==> src/rtl/ctl_dac_pkg.sv <==
package ctl_dac_pkg;
  typedef enum logic [1:0] {
    OP_LOAD2   = 2'b00,
    OP_GND_OFF = 2'b01,
    OP_LOAD1   = 2'b10,
    OP_GND_ON  = 2'b11
  } op_e;
endpackage

==> src/rtl/ctl_dac_sync.sv <==
module ctl_dac_sync #(
  parameter int          W       = 1,
  parameter int          STAGES  = 2,
  parameter logic [W-1:0] RST_VAL = '0
) (
  input  logic         clk,
  input  logic         rst_n,
  input  logic [W-1:0] d,
  output logic [W-1:0] q
);
  logic [W-1:0] stg_q [STAGES];
  logic [W-1:0] stg_d [STAGES];

  always_comb begin
    stg_d[0] = d;
    for (int i = 1; i < STAGES; i++) stg_d[i] = stg_q[i-1];
  end

  always_ff @(posedge clk or negedge rst_n) begin
    if (!rst_n) begin
      for (int i = 0; i < STAGES; i++) stg_q[i] <= RST_VAL;
    end else begin
      for (int i = 0; i < STAGES; i++) stg_q[i] <= stg_d[i];
    end
  end

  assign q = stg_q[STAGES-1];
endmodule

==> src/rtl/ctl_dac_rx.sv <==
module ctl_dac_rx #(
  parameter int WORD_BITS = 12
) (
  input  logic                 clk,
  input  logic                 rst_n,
  input  logic                 sel_s,
  input  logic                 sck_s,
  input  logic                 sdi_s,
  output logic                 exec_o,
  output logic [WORD_BITS-1:0] word_o
);
  localparam int CW = $clog2(WORD_BITS + 1);
  localparam logic [CW-1:0] FULL = CW'(WORD_BITS);

  logic                 sel_q, sel_d;
  logic                 sck_q, sck_d;
  logic [WORD_BITS-1:0] shr_q, shr_d;
  logic [CW-1:0]        cnt_q, cnt_d;
  logic                 sel_fall, sel_rise, sck_rise;

  assign sel_fall = sel_q & ~sel_s;
  assign sel_rise = ~sel_q & sel_s;
  assign sck_rise = ~sck_q & sck_s & ~sel_s;

  always_comb begin
    sel_d = sel_s;
    sck_d = sck_s;
    shr_d = shr_q;
    cnt_d = cnt_q;
    if (sck_rise) begin
      shr_d = {shr_q[WORD_BITS-2:0], sdi_s};
      if (cnt_q != FULL) cnt_d = cnt_q + 1'b1;
    end
    if (sel_fall) cnt_d = '0;
  end

  always_ff @(posedge clk or negedge rst_n) begin
    if (!rst_n) begin
      sel_q <= 1'b1;
      sck_q <= 1'b0;
      shr_q <= '0;
      cnt_q <= '0;
    end else begin
      sel_q <= sel_d;
      sck_q <= sck_d;
      shr_q <= shr_d;
      cnt_q <= cnt_d;
    end
  end

  assign exec_o = sel_rise && (cnt_q == FULL);
  assign word_o = shr_q;


  short_discard_chk: assert property (@(posedge clk) disable iff (!rst_n)
    (sel_rise && cnt_q != FULL) |-> !exec_o);

  idle_clock_chk: assert property (@(posedge clk) disable iff (!rst_n)
    (sel_s && sel_q) |=> $stable(cnt_q) && $stable(shr_q));
endmodule

==> src/rtl/ctl_dac_regs.sv <==
module ctl_dac_regs
  import ctl_dac_pkg::*;
#(
  parameter int WORD_BITS = 12,
  parameter int DATA_BITS = 8
) (
  input  logic                 clk,
  input  logic                 rst_n,
  input  logic                 exec_i,
  input  logic [WORD_BITS-1:0] word_i,
  output logic [DATA_BITS-1:0] dac1_o,
  output logic [DATA_BITS-1:0] dac2_o,
  output logic                 gnd_o
);
  op_e                  op;
  logic [DATA_BITS-1:0] dat;
  logic [DATA_BITS-1:0] d1_q, d1_d, d2_q, d2_d;
  logic                 g_q, g_d;

  assign op  = op_e'(word_i[WORD_BITS-1 -: 2]);
  assign dat = word_i[DATA_BITS-1:0];

  always_comb begin
    d1_d = d1_q;
    d2_d = d2_q;
    g_d  = g_q;
    if (exec_i) begin
      unique case (op)
        OP_LOAD2:   d2_d = dat;
        OP_LOAD1:   begin d1_d = dat; g_d = 1'b0; end
        OP_GND_OFF: g_d = 1'b0;
        OP_GND_ON:  g_d = 1'b1;
        default:    g_d = g_q;
      endcase
    end
  end

  always_ff @(posedge clk or negedge rst_n) begin
    if (!rst_n) begin
      d1_q <= '0;
      d2_q <= '0;
      g_q  <= 1'b1;
    end else begin
      d1_q <= d1_d;
      d2_q <= d2_d;
      g_q  <= g_d;
    end
  end

  assign dac1_o = d1_q;
  assign dac2_o = d2_q;
  assign gnd_o  = g_q;


  hold_when_idle_chk: assert property (@(posedge clk) disable iff (!rst_n)
    !exec_i |=> $stable(d1_q) && $stable(d2_q) && $stable(g_q));

  load2_keeps_chk: assert property (@(posedge clk) disable iff (!rst_n)
    (exec_i && op == OP_LOAD2) |=> $stable(d1_q) && $stable(g_q));

  gnd_off_chk: assert property (@(posedge clk) disable iff (!rst_n)
    (exec_i && op == OP_GND_OFF) |=> !g_q && $stable(d1_q) && $stable(d2_q));

  gnd_on_chk: assert property (@(posedge clk) disable iff (!rst_n)
    (exec_i && op == OP_GND_ON) |=> g_q && $stable(d1_q) && $stable(d2_q));
endmodule

==> src/rtl/ctl_dac_port.sv <==
module ctl_dac_port #(
  parameter int WORD_BITS   = 12,
  parameter int DATA_BITS   = 8,
  parameter int SYNC_STAGES = 2
) (
  input  logic                 clk,
  input  logic                 rst_n,
  input  logic                 sel_n,
  input  logic                 sck,
  input  logic                 sdi,
  input  logic                 test_force,
  output logic [DATA_BITS-1:0] dac1_code,
  output logic [DATA_BITS-1:0] dac2_code,
  output logic                 gnd_force
);
  logic [2:0]           lines_s;
  logic                 exec;
  logic [WORD_BITS-1:0] word;
  logic                 gnd_prog;

  ctl_dac_sync #(.W(3), .STAGES(SYNC_STAGES), .RST_VAL(3'b100)) u_sync (
    .clk(clk), .rst_n(rst_n), .d({sel_n, sck, sdi}), .q(lines_s)
  );

  ctl_dac_rx #(.WORD_BITS(WORD_BITS)) u_rx (
    .clk(clk), .rst_n(rst_n),
    .sel_s(lines_s[2]), .sck_s(lines_s[1]), .sdi_s(lines_s[0]),
    .exec_o(exec), .word_o(word)
  );

  ctl_dac_regs #(.WORD_BITS(WORD_BITS), .DATA_BITS(DATA_BITS)) u_regs (
    .clk(clk), .rst_n(rst_n), .exec_i(exec), .word_i(word),
    .dac1_o(dac1_code), .dac2_o(dac2_code), .gnd_o(gnd_prog)
  );

  assign gnd_force = gnd_prog & ~test_force;


  test_override_chk: assert property (@(posedge clk) disable iff (!rst_n)
    test_force |-> !gnd_force);
endmodule

==> config.mk <==
export PLATFORM = sky130hd
export DESIGN_NAME = ctl_dac_port
export DESIGN_NICKNAME = d
export VERILOG_FILES = /design/src/rtl/ctl_dac_pkg.sv /design/src/rtl/ctl_dac_sync.sv /design/src/rtl/ctl_dac_rx.sv /design/src/rtl/ctl_dac_regs.sv /design/src/rtl/ctl_dac_port.sv
export SDC_FILE = /design/constraint.sdc
export NUM_CORES = 1
export LEC_CHECK = 0
export ABC_AREA = 1
export BUFFER_PORTS_ARGS = -buffer_cell sky130_fd_sc_hd__buf_2
export CORE_ASPECT_RATIO = 0.6
export CORE_MARGIN = 5
export CORE_UTILIZATION = 50
export DETAILED_ROUTE_END_ITERATION = 16
export PLACE_DENSITY_LB_ADDON = 0.08
export SLEW_MARGIN = 20
export SYNTH_ARGS = -nofsm -noshare
export SYNTH_HDL_FRONTEND = slang
export SYNTH_SLANG_ARGS = --single-unit
==> constraint.sdc <==
create_clock -name clk -period 1.3 [get_ports clk]
set_input_delay 0.39 -clock clk [delete_from_list [all_inputs] [get_ports clk]]
set_output_delay 0.39 -clock clk [all_outputs]
set_load 0.02 [all_outputs]
==> flow_metrics.tcl, run 1 <==
set metrics [dict create \
    grt_usage 0.168 \
    worstMarginPinSlew_ns 0.365 \
    cp_data_required_time_ns 0.91 \
    synth_nets 165 \
    yosysTopAreaCell "dfrtp_1" \
    synth.distinct_cells 20 \
    r2r-start "u_rx.cnt_q[1]" \
    maxSlewViolCount 0 \
    dieArea_sq_mm 0.00467 \
    setup.worst_path.start_class "flop" \
    ctsHtreeMaxLevel 2 \
    clk_path_buf_depth 2 \
    vias 1222 \
    yosys_warnings 0 \
    hold_violations 0 \
    holdBufCountCts 0 \
    cts-root-buf "clkbuf_8" \
    finalClockSkew_ns 0.00950 \
    cts_tree "done" \
    synth_area_leaders "dfrtp_1 55%, o21ai_2 8.3%, nand2_1 7.8%, dfstp_2 6.2%, inv_1 3.6%" \
    firstDrtPassIters 4 \
    drive_gt1_frac 0.527 \
    design_power_total_w 0.00268 \
    ios 23 \
    cts_sinks 41 \
    p_leak_nw 1.11 \
    rows 16 \
    period_share 1.13 \
    syn_area_sq_mm 0.00168 \
    status "finished, violations left" \
    portBuffers 22 \
    ant_nets 0 \
    die_x_microns 84.9 \
    fill_cells 253 \
    syn2layout_area_growth_pct 34.0 \
    peakVddDrop_mv 0.829 \
    synth_common_cells "37 x dfrtp_1, 35 x nand2_1, 16 x inv_1, 16 x o21ai_2, 10 x nand3_1" \
    synth-async-reset-ratio 1.00 \
    powerDensity_mw_per_mm2 1190 \
    grt_overflow 0 \
    cp-startpoint "u_regs.gnd_o" \
    hold_class "primary input to async pin" \
    grt_pass1_vias 1227 \
    slew_headroom 0.756 \
    worst_slack_ns -0.166 \
    final_nets 208 \
    n_antenna_cell 0 \
    path_max_fanout 2 \
    syn_inst 157 \
    drc 0 \
    die_h_microns 55.0 \
    drt_iter0_drc 53 \
    regArea_sq_mm 0.00103 \
    yosysMostFrequentCell "dfrtp_1" \
    finalSetupViolations 21 \
    grt_max_degree 42 \
    max_freq_ghz 0.682 \
    post_synth.cell_area_avg_sq_um 10.7 \
    clk_latency_ns 0.29 \
    setup_tns_ns -1.15 \
    critPathCaptureType "primary output" \
    arrival_ns 1.08 \
    viasPerCell 4.97 \
    period_needed_ns 1.47 \
    crit_type "flop to primary output" \
    placed_area_sq_mm 0.00193 \
    clk_pin_slew_ns 0.08 \
    coreArea_sq_mm 0.00324 \
    synth_edf_count 0 \
    failed_checks "negative setup slack" \
    start_util 0.519 \
    multi_input_area_sq_um 711 \
    synth_top_area_frac 0.550 \
    routedWlPerCell_microns 14.5 \
    worstRegToRegCells 8 \
    ys_seq_area_frac 0.612 \
    rsz0062_at_grt "yes" \
    design_area_sq_mm 0.00226 \
    synthFlopType "dfrtp_1" \
    dp_slack_ns -0.0908 \
    cts_inserted_buffers 5 \
    ys_ff_latch 41 \
    hpwl_microns 2140 \
    place.gp.congestion 0.759 \
    max_cap_viol_count 0 \
    wl_microns 3560 \
    antenna_found_initial 0 \
    grt_pass1_wl_microns 5760 \
]
-- flip-flops by register name, summed over array words and instances (netlist names) --
name,flops
u_sync.q,3
u_rx.sck_q,1
u_rx.word_o,12
u_rx.sel_q,1
u_regs.dac1_o,8
u_regs.dac2_o,8
u_rx.cnt_q,4
u_regs.gnd_o,1
u_sync.stg_d,3
-- placed cells by master, fill, tap and decap left out, drive strengths merged --
cell type,count
nand2,40
dfrtp,37
buf,37
o21ai,28
inv,16
nand3,14
nor2,9
clkbuf,8
dfstp,4
nand4,2
a21oi,2
ha,2
xor2,1
clkinv,1
-- cell families (layout without fill, tap and decap cells) --
group | count (synthesis) | after routing | synth area share
adders and majority gates | 2 | 2 | 0.0149
buffers and inverters | 20 | 62 | 0.0542
xor gates and xnor gates | 1 | 1 | 0.00520
DFF | 41 | 41 | 0.612
and+or+nand+nor | 63 | 65 | 0.189
AOI/OAI and AO/OA | 30 | 30 | 0.125
-- worst max-delay path: stages, from the launching register on --
cell and delay [ns]:
dfstp_2 0.54, inv_2 0.04, nor2_4 0.09, buf_6 0.11
-- final cells by class --
class,count,share of cell area
repair buffers,38,0.132
flip-flops and latches,41,0.457
multi-input cells,98,0.315
inverters,16,0.0266
clock buffers,7,0.0427
clock inverters,1,0.00222
well taps,45,0.0249
-- final timing paths --
| kind | endpoint | slack [ns] |
|---|---|---|
| setup / recovery | gnd_force | -0.17 |
| hold reg to reg | u_sync.q[1] | 0.35 |
| max in group asynchronous | u_sync.q[2] | 0.98 |
| hold / removal | u_regs.dac2_o[6] | 0.05 |
| setup reg to reg | u_regs.gnd_o | -0.08 |
| min in group clk | u_sync.stg_d[2] | 0.20 |
-- metal layers --
layer  global-route usage  vias to the layer above  share of wire
li1                     -                      596              -
met1                0.218                      595           0.47
met2                0.274                       26           0.48
met3               0.0459                        5          0.046
met4               0.0684                        0         0.0090
met5                    0                        -              0
-- where the power goes --
part / switching [W] / internal [W] / leakage (nW) / total, W
combinational: 0.000225 / 0.000124 / 0.517 / 0.000349
clock: 0.000422 / 0.000480 / 0.0542 / 0.000902
sequential: 0.0000567 / 0.00137 / 0.535 / 0.00143
total: 0.000704 / 0.00197 / 1.11 / 0.00268
-- through the flow --
stage / cells / hold slack (ns) / utilization
2_1_floorplan: 157 / 0.0944 / -
3_3_place_gp: 231 / 0.336 / 0.596
3_5_place_dp: 231 / 0.342 / 0.596
4_1_cts: 243 / 0.0598 / 0.664
5_1_grt: 246 / 0.0705 / 0.696
6_report: 246 / 0.0544 / 0.696
-- what timing repair did --
action,CTS,global route
gates cloned,2,2
setup endpoints to repair,31,30
resized for setup,26,19
buffers inserted,2,1
pin swaps,5,4
(Power assumes the default switching activity.)
==> inputs of run 2 (changes only) <==
- CELL_PAD_IN_SITES_DETAIL_PLACEMENT: default -> 1
- CELL_PAD_IN_SITES_GLOBAL_PLACEMENT: default -> 1
- CORE_MARGIN: 5 -> default
- CORE_UTILIZATION: 50 -> 39
==> run 2 against run 1 <==
Compared with the run above: cell area increased by 1.3%; sequential cell count unchanged; core utilization decreased by 14 points; routed wire length increased by 6.6%; total power decreased by 4.1%; clock power decreased by 10%; clock skew decreased by 0.0028 ns; fmax about the same; the run still ends with negative setup slack left; via count increased by 0.41%; global-route usage increased by 2.7 points; final cell count increased by 7.3%; count of clock-buffer cells in the layout decreased by 2.
==> flow_metrics.tcl, run 2 (synthesis gave the netlist of run 1 again) <==
set metrics [dict create \
    grt_usage 0.195 \
    syn2layout_area_growth_pct 35.7 \
    power_frac_clock 0.316 \
    fin_util 0.555 \
    setup.worst_path.start_class "flop" \
    max_freq_ghz 0.683 \
    dieArea_sq_mm 0.00459 \
    drc 0 \
    worstMarginPinSlew_ns 0.324 \
    final_common_cell "dfrtp_1" \
    drive_gt1_frac 0.534 \
    rr_endpoint "u_regs.dac2_o[7]" \
    die_x_microns 86.8 \
    coreArea_sq_mm 0.00412 \
    clk_path_buf_depth 2 \
    peakVddDrop_mv 0.635 \
    largest_reg_flops 12 \
    cp_data_required_time_ns 0.91 \
    antenna_found_initial 0 \
    final_nets 211 \
    p_sw_frac 0.278 \
    reg2reg_slack_ns -0.09 \
    rows 18 \
    finalClockSkew_ns 0.00674 \
    grt_max_degree 26 \
    firstDrtPassIters 4 \
    r2r-start "u_sync.q[2]" \
    crit_type "flop to primary output" \
    final_cell_mix "37 x dfrtp_1, 19 x buf_2, 18 x nand2_1, 18 x o21ai_2, 17 x nand2_2" \
    holdBufCountCts 0 \
    placed_area_sq_mm 0.00194 \
    wl_microns 3800 \
    ant_nets 0 \
    critPathCaptureType "primary output" \
    cts_tree "done" \
    n_antenna_cell 0 \
    place.gp.congestion 0.673 \
    cts-root-buf "clkbuf_8" \
    hpwl_microns 2370 \
    p_sw_w 0.000713 \
    max_cap_viol_count 0 \
    design_power_total_w 0.00257 \
    start_util 0.409 \
    maxSlewViolCount 0 \
    ctsHtreeMaxLevel 2 \
    fill_cells 458 \
    pwr-share-comb 0.130 \
    design_area_sq_mm 0.00229 \
    period_share 1.13 \
    die_h_microns 52.9 \
    arrival_ns 1.07 \
    routedWlPerCell_microns 14.4 \
    powerDensity_mw_per_mm2 1120 \
    portBuffers 22 \
    clk_pin_slew_ns 0.08 \
    drt_iter0_drc 41 \
    grt_pass1_wl_microns 6440 \
    rsz0062_at_grt "yes" \
    path_max_fanout 2 \
    hold_violations 0 \
    clk_latency_ns 0.29 \
    worst_slack_ns -0.164 \
    grt_pass1_vias 1285 \
    p_leak_nw 1.12 \
    hold_class "primary input to async pin" \
    seq_power_share 0.555 \
    failed_checks "negative setup slack" \
    grt_overflow 0 \
    vias 1227 \
    ios 23 \
    slew_headroom 0.784 \
    finalSetupViolations 18 \
    viasPerCell 4.65 \
    status "finished, violations left" \
    cts_sinks 41 \
    worstRegToRegCells 5 \
    cts_inserted_buffers 5 \
    period_needed_ns 1.46 \
    internal-power_w 0.00186 \
]
[run 2: changes by cell type in the layout (fill, tap and decap cells not counted), moves of 2 or more]
cell and change:
buf_4 +3, buf_12 -2, clkbuf_8 -2, nand2_4 +2, buf_6 +5, buf_2 -2
nand2_2 -2
[run 2: stage by stage]
stage | worst slack (ns) | instances | TNS (ns) | hold WS [ns]
after floorplan | -0.0149 | 157 | -0.0490 | 0.0944
after global placement | -0.0702 | 246 | -0.660 | 0.338
after detailed placement | -0.109 | 246 | -1.73 | 0.340
after CTS | -0.194 | 263 | -1.00 | 0.0372
after global routing | -0.218 | 264 | -2.79 | 0.0473
final | -0.164 | 264 | -1.39 | 0.0430
[run 2: what timing repair did]
item | 4_1_cts | 5_1_grt
setup endpoints to repair | 32 | 23
pin swaps | 5 | 6
buffers inserted | 7 | 1
resized for setup | 24 | 31
gates cloned | 2 | 0
[run 2: how the worst max path moves through the flow]
stage / slack, ns / to / startpoint / depth (start not counted)
global placement: -0.07 / u_regs.dac2_o[0] / u_rx.cnt_q[1] / 7
finish: -0.16 / gnd_force / u_regs.gnd_o / 3
CTS: -0.19 / gnd_force / u_regs.gnd_o / 3
detailed placement: -0.11 / u_regs.dac1_o[2] / u_rx.cnt_q[1] / 7
floorplan: -0.01 / u_regs.dac2_o[7] / u_rx.cnt_q[1] / 8
global route: -0.22 / gnd_force / u_regs.gnd_o / 3
[run 2: critical path, stage by stage (launching register included)]
cell and delay [ns]:
dfstp_2 0.54, inv_2 0.04, nor2_4 0.09, buf_6 0.12
[run 2: routing by layer]
layer	track usage	up-vias	part of all wire
li1	-	603	-
met1	0.256	600	0.49
met2	0.318	22	0.47
met3	0.0671	2	0.038
met4	0.0333	0	0.0018
met5	0	-	0
[run 2: power by group through the flow]
stage / combinational (W) / sequential [W] / clock [W]
5_1_grt: 0.000385 / 0.00144 / 0.000902
3_5_place_dp: 0.000288 / 0.00145 / 0
4_1_cts: 0.000311 / 0.00142 / 0.000843
6_report: 0.000333 / 0.00142 / 0.000811
2_1_floorplan: 0.000181 / 0.00143 / 0
3_3_place_gp: 0.000278 / 0.00144 / 0
[run 2: cell type report]
class / count / area [sq um] / share of cell area
inverter: 16 / 62.6 / 0.0274
timing repair buffer: 42 / 329 / 0.144
sequential: 41 / 1030 / 0.451
clock inverter: 3 / 17.5 / 0.00766
clock buffer: 5 / 68.8 / 0.0301
multi-input combinational: 97 / 702 / 0.307
tap: 60 / 75.1 / 0.0328
